[src/rtl/nsc_gf_pkg.sv]
package nsc_gf_pkg;

  localparam int SYM_W  = 4;
  localparam int CHK_SYMS = 3;
  localparam int FIELD_N = 15;

  // Generator (x+1)(x+a)(x+a^2) = x^3 + 7x^2 + 14x + 8 over GF(16)
  localparam logic [3:0] GEN2 = 4'd7;
  localparam logic [3:0] GEN1 = 4'd14;
  localparam logic [3:0] GEN0 = 4'd8;

  function automatic logic [3:0] gf_mul(input logic [3:0] x, input logic [3:0] y);
    logic [3:0] acc;
    logic [3:0] sh;
    acc = '0;
    sh  = x;
    for (int b = 0; b < 4; b++) begin
      if (y[b]) acc = acc ^ sh;
      sh = {sh[2:0], 1'b0} ^ (sh[3] ? 4'b0011 : 4'b0000);
    end
    return acc;
  endfunction

  function automatic logic [3:0] gf_apow(input int k);
    logic [3:0] v;
    v = 4'd1;
    for (int t = 0; t < (k % FIELD_N); t++) v = gf_mul(v, 4'd2);
    return v;
  endfunction

endpackage

[src/rtl/nsc_encoder.sv]
module nsc_encoder
  import nsc_gf_pkg::*;
#(
  parameter int DATA_SYMS = 12,
  localparam int DW = DATA_SYMS * SYM_W,
  localparam int KW = CHK_SYMS * SYM_W
) (
  input  logic [DW-1:0] data,
  output logic [KW-1:0] chk
);

  logic [3:0] rem0, rem1, rem2, fb;

  // Remainder of d(x)*x^3 divided by the generator, highest symbol first
  always_comb begin
    rem0 = '0;
    rem1 = '0;
    rem2 = '0;
    fb   = '0;
    for (int k = DATA_SYMS - 1; k >= 0; k--) begin
      fb   = data[k*SYM_W +: SYM_W] ^ rem2;
      rem2 = rem1 ^ gf_mul(fb, GEN2);
      rem1 = rem0 ^ gf_mul(fb, GEN1);
      rem0 = gf_mul(fb, GEN0);
    end
    chk = {rem2, rem1, rem0};
  end

endmodule

[src/rtl/nsc_syndrome.sv]
module nsc_syndrome
  import nsc_gf_pkg::*;
#(
  parameter int NSYM = 15,
  localparam int CW = NSYM * SYM_W
) (
  input  logic [CW-1:0] code,
  output logic [3:0]    s0,
  output logic [3:0]    s1,
  output logic [3:0]    s2
);

  logic [3:0] t1 [NSYM];
  logic [3:0] t2 [NSYM];

  for (genvar i = 0; i < NSYM; i++) begin : g_term
    localparam logic [3:0] W1 = gf_apow(i);
    localparam logic [3:0] W2 = gf_apow(2 * i);
    assign t1[i] = gf_mul(code[i*SYM_W +: SYM_W], W1);
    assign t2[i] = gf_mul(code[i*SYM_W +: SYM_W], W2);
  end

  always_comb begin
    s0 = '0;
    s1 = '0;
    s2 = '0;
    for (int i = 0; i < NSYM; i++) begin
      s0 = s0 ^ code[i*SYM_W +: SYM_W];
      s1 = s1 ^ t1[i];
      s2 = s2 ^ t2[i];
    end
  end

endmodule

[src/rtl/nsc_locator.sv]
module nsc_locator
  import nsc_gf_pkg::*;
#(
  parameter int NSYM = 15
) (
  input  logic [3:0]      s0,
  input  logic [3:0]      s1,
  input  logic [3:0]      s2,
  output logic [NSYM-1:0] hit,
  output logic            fixed,
  output logic            bad
);

  logic any_err;
  logic consistent;

  // One symbol error e at p: S0=e, S1=e*a^p, S2=e*a^2p, so S1^2 == S0*S2
  assign any_err    = (s0 != '0) || (s1 != '0) || (s2 != '0);
  assign consistent = (s0 != '0) && (s1 != '0) && (s2 != '0) &&
                      (gf_mul(s1, s1) == gf_mul(s0, s2));

  for (genvar i = 0; i < NSYM; i++) begin : g_pos
    localparam logic [3:0] AP = gf_apow(i);
    assign hit[i] = consistent && (gf_mul(s0, AP) == s1);
  end

  // A ratio pointing past the stored symbols leaves hit empty
  assign fixed = |hit;
  assign bad   = any_err && !fixed;

endmodule

[src/rtl/nibble_ecc.sv]
module nibble_ecc
  import nsc_gf_pkg::*;
#(
  parameter int DATA_SYMS = 12,
  localparam int NSYM = DATA_SYMS + CHK_SYMS,
  localparam int DW   = DATA_SYMS * SYM_W,
  localparam int KW   = CHK_SYMS * SYM_W,
  localparam int CW   = NSYM * SYM_W
) (
  input  logic          clk,
  input  logic          arst_n,
  input  logic          wr_valid,
  input  logic [DW-1:0] wr_data,
  output logic          wr_out_valid,
  output logic [CW-1:0] wr_code,
  input  logic          rd_valid,
  input  logic [CW-1:0] rd_code,
  output logic          rd_out_valid,
  output logic [DW-1:0] rd_data,
  output logic          rd_fixed,
  output logic          rd_bad
);

  // Reset: asserted asynchronously, released through two flops
  logic [1:0] rst_pipe;
  logic       rst_ok;

  always_ff @(posedge clk or negedge arst_n) begin
    if (!arst_n) rst_pipe <= 2'b00;
    else         rst_pipe <= {rst_pipe[0], 1'b1};
  end
  assign rst_ok = rst_pipe[1];

  // Write path
  logic [KW-1:0] enc_chk;

  nsc_encoder #(.DATA_SYMS(DATA_SYMS)) u_enc (
    .data (wr_data),
    .chk  (enc_chk)
  );

  // Read path
  logic [3:0]      syn0, syn1, syn2;
  logic [NSYM-1:0] err_hit;
  logic            loc_fixed, loc_bad;
  logic [CW-1:0]   fix_code;

  nsc_syndrome #(.NSYM(NSYM)) u_syn (
    .code (rd_code),
    .s0   (syn0),
    .s1   (syn1),
    .s2   (syn2)
  );

  nsc_locator #(.NSYM(NSYM)) u_loc (
    .s0    (syn0),
    .s1    (syn1),
    .s2    (syn2),
    .hit   (err_hit),
    .fixed (loc_fixed),
    .bad   (loc_bad)
  );

  for (genvar i = 0; i < NSYM; i++) begin : g_fix
    assign fix_code[i*SYM_W +: SYM_W] =
      rd_code[i*SYM_W +: SYM_W] ^ (err_hit[i] ? syn0 : 4'h0);
  end

  // Next-state logic
  logic          wr_v_d, rd_v_d, fixed_d, bad_d;
  logic [CW-1:0] wr_code_d;
  logic [DW-1:0] rd_data_d;

  always_comb begin
    wr_v_d    = wr_valid;
    wr_code_d = wr_valid ? {wr_data, enc_chk} : wr_code;
    rd_v_d    = rd_valid;
    rd_data_d = rd_valid ? fix_code[CW-1:KW] : rd_data;
    fixed_d   = rd_valid && loc_fixed;
    bad_d     = rd_valid && loc_bad;
  end

  // Registers
  always_ff @(posedge clk or negedge arst_n) begin
    if (!arst_n) begin
      wr_out_valid <= 1'b0;
      wr_code      <= '0;
      rd_out_valid <= 1'b0;
      rd_data      <= '0;
      rd_fixed     <= 1'b0;
      rd_bad       <= 1'b0;
    end else if (!rst_ok) begin
      wr_out_valid <= 1'b0;
      wr_code      <= '0;
      rd_out_valid <= 1'b0;
      rd_data      <= '0;
      rd_fixed     <= 1'b0;
      rd_bad       <= 1'b0;
    end else begin
      wr_out_valid <= wr_v_d;
      wr_code      <= wr_code_d;
      rd_out_valid <= rd_v_d;
      rd_data      <= rd_data_d;
      rd_fixed     <= fixed_d;
      rd_bad       <= bad_d;
    end
  end

endmodule

[config.mk]
export PLATFORM = sky130hd
export DESIGN_NAME = nibble_ecc
export DESIGN_NICKNAME = d
export VERILOG_FILES = /design/src/rtl/nsc_gf_pkg.sv /design/src/rtl/nsc_encoder.sv /design/src/rtl/nsc_syndrome.sv /design/src/rtl/nsc_locator.sv /design/src/rtl/nibble_ecc.sv
export SDC_FILE = /design/constraint.sdc
export NUM_CORES = 1
export LEC_CHECK = 0
export CORE_MARGIN = 2
export CORE_UTILIZATION = 39
export CTS_CLUSTER_DIAMETER = 120
export CTS_CLUSTER_SIZE = 20
export DETAILED_ROUTE_END_ITERATION = 6
export PLACE_DENSITY = 0.63
export SETUP_SLACK_MARGIN = 0.4
export SYNTH_ARGS = -nofsm -noshare
export SYNTH_HDL_FRONTEND = slang
export SYNTH_HIERARCHICAL = 1
export SYNTH_SLANG_ARGS = --single-unit
[constraint.sdc]
create_clock -name clk -period 1 [get_ports clk]
set_input_delay 0.2 -clock clk [delete_from_list [all_inputs] [get_ports clk]]
set_output_delay 0.2 -clock clk [all_outputs]
set_load 0.005 [all_outputs]
==> out/metrics.cfg, run 1 <==
[place]
place.gp.congestion=0.882
place_inst=1981
port_buffers=223
hpwl_um=30500

[final_layout]
num-fill-cells=2106
antennaDiodeCount=0
fin_cells=2201
syn_to_final_growth_pct=76.9
drive_gt1_share_pct=59.8
fin_nets=1908

[yosys]
syn_avg_cell_area_um2=11.2
syn_area_um2=12000
synthCells=1070
yosys_warnings=6
syn_nets=1186

[critical_path]
cpLargestDelayFamily=XOR/XNOR gates
crit_slowest_cell=xnor3_2
startpoint_type=primary input
critPathBufInv=6
worstPathMaxFanout=5
worst-setup-path-type=in2reg
crit_path_max_incr_delay_ns=0.49
arrival_ns=4.70
required_ns=1.32
end_kind=register
cp_cell_sequence=buf_6 > buf_6 > xnor3_2 > xnor3_2 > xnor2_4 > buf_4 > buf_4 > xnor3_2 > xnor2_4 > buf_6 > xor3_2 > xnor3_2 > buf_6 > xnor2_4 > xnor3_1 > xor3_1 > mux2i_1 > nor2b_1

[sta]
fin_crit_sh_pct=438
whs_ns=-0.402
layout_min_cycle_time_ns=4.38
finalSetupViolCount=217
max_slew.worst_pin.slew_ns=0.531
skew_ns=0.00671
hold_viol_final=75
fin_ws_ns=-3.38
slew_headroom_pct=64.4
clock.fmax_mhz=228
final_max_slew_viol_count=0
rsz0062_at_grt=true

[global_routing]
grt_overflow=0
grt.total_usage_pct=28.3
antenna_found_initial=0
grt_first_pass_wirelength_um=68100
grt_start_max_net_pins=51
grt_pass1_vias=11900

[routing]
vias=11500
routed_via_density=5.21
drt_wl_total_um=47700
ant_nets=0
drt_pass1_iterations=5
drt_iter0_drc=734
drc=0
wl_per_cell_um=21.7

[clocking]
clkSinkCount=114
cts_tree=done
cts-root-buf=clkbuf_16
htreeDepth=4
clock_latency_ns=0.42
clk_pin_slew_worst_paths_ns=0.07
cts_buffers=17
clockBufferDepth=2

[die]
fp.dieH_um=179
die_w_um=179
dieArea_um2=32100
start_util_pct=39.3
coreArea_um2=30400
rows=64
io_pins=224

[status]
violations=hold timing, setup timing
status=finished with violations

[min_path]
hold_path_class=in2async

[run]
max-cap-violations=0

[placed cells by master, fill, tap and decap left out, drive strengths merged, types with 16 or more instances in the layout]
master and n:
nor2 18, xor3 17, o21ai 50, nor2b 64
xnor3 93, dfrtp 114, nand2 27, nand3b 48
dlygate4sd2 25, clkbuf 25, xor2 75, a21bo 48
a31oi 51, buf 699, clkdlybuf4s50 31, clkdlybuf4s15 16
mux2i 61, xnor2 217
[final cells by class]
class,instances,area [um^2],area share [%]
Timing Repair Buffer,781,6520,30.8
Clock inverter,14,153,0.722
Inverter,9,41.3,0.195
Tap cell,396,495,2.34
Multi-Input combinational cell,869,10700,50.4
Sequential cell,114,2850,13.5
Clock buffer,18,439,2.08
[routing by layer]
metal	wire (um)	global-route usage (%)	up-vias
met5	0	0	-
met4	2090	12.2	0
met3	2420	4.11	118
met2	24800	51.2	494
met1	18400	33.4	5713
li1	-	-	5152
[metrics by stage]
step | TNS (ns) | util (%) | hold WS, ns | setup WS, ns | area (um^2)
after global routing | -201.16 | 69.5 | -0.406 | -3.46 | 21200
final | -192.39 | 69.5 | -0.402 | -3.38 | 21200
after floorplan | -170.94 | - | -0.0956 | -3.35 | 12500
after global placement | -225.48 | 57.6 | 0.0488 | -3.90 | 17500
after detailed placement | -228.51 | 57.6 | 0.0479 | -4.03 | 17500
after CTS | -179.47 | 66.6 | -0.413 | -3.20 | 20300
[registers in the layout, summed over array words and instances, names as in the netlist]
| register | count |
|---|---|
| wr_out_valid | 1 |
| rd_bad | 1 |
| rd_fixed | 1 |
| rst_pipe | 2 |
| rd_data | 48 |
| wr_code | 60 |
| rd_out_valid | 1 |
[final timing paths]
path,from,end,slack [ns],cells after the start
worst max-delay path,wr_data[47],wr_code[10]$_DFFE_PN0P_,-3.38,18
worst min-delay path,arst_n,wr_code[27]$_DFFE_PN0P_,-0.40,1
worst max register to register,rst_pipe[1]$_DFF_PN0_,rd_data[26]$_DFFE_PN0P_,-0.26,4
worst min register to register,rst_pipe[0]$_DFF_PN0_,rst_pipe[1]$_DFF_PN0_,0.35,0
max in group asynchronous,arst_n,rd_data[43]$_DFFE_PN0P_,0.85,3
min in group clk,rd_code[43],rd_data[31]$_DFFE_PN0P_,0.06,3
[what timing repair did]
item	4_1_cts	5_1_grt
buffers inserted	134	44
endpoints found under the setup margin	224	224
gates resized for setup	903	114
endpoints found under the hold margin	75	73
pin swaps	167	65
cloned	9	1
Power of run 1 is not shown: default switching activity piles up to over one toggle a cycle in this logic, so the estimate is an artifact.
==> run 2, diff against run 1 <==
CTS_CLUSTER_DIAMETER = 200   (was 120)
==> results of run 2 <==
The final DEF is identical to that of run 1; final timing and power are the same.
Power of run 2 is left out for the same reason.
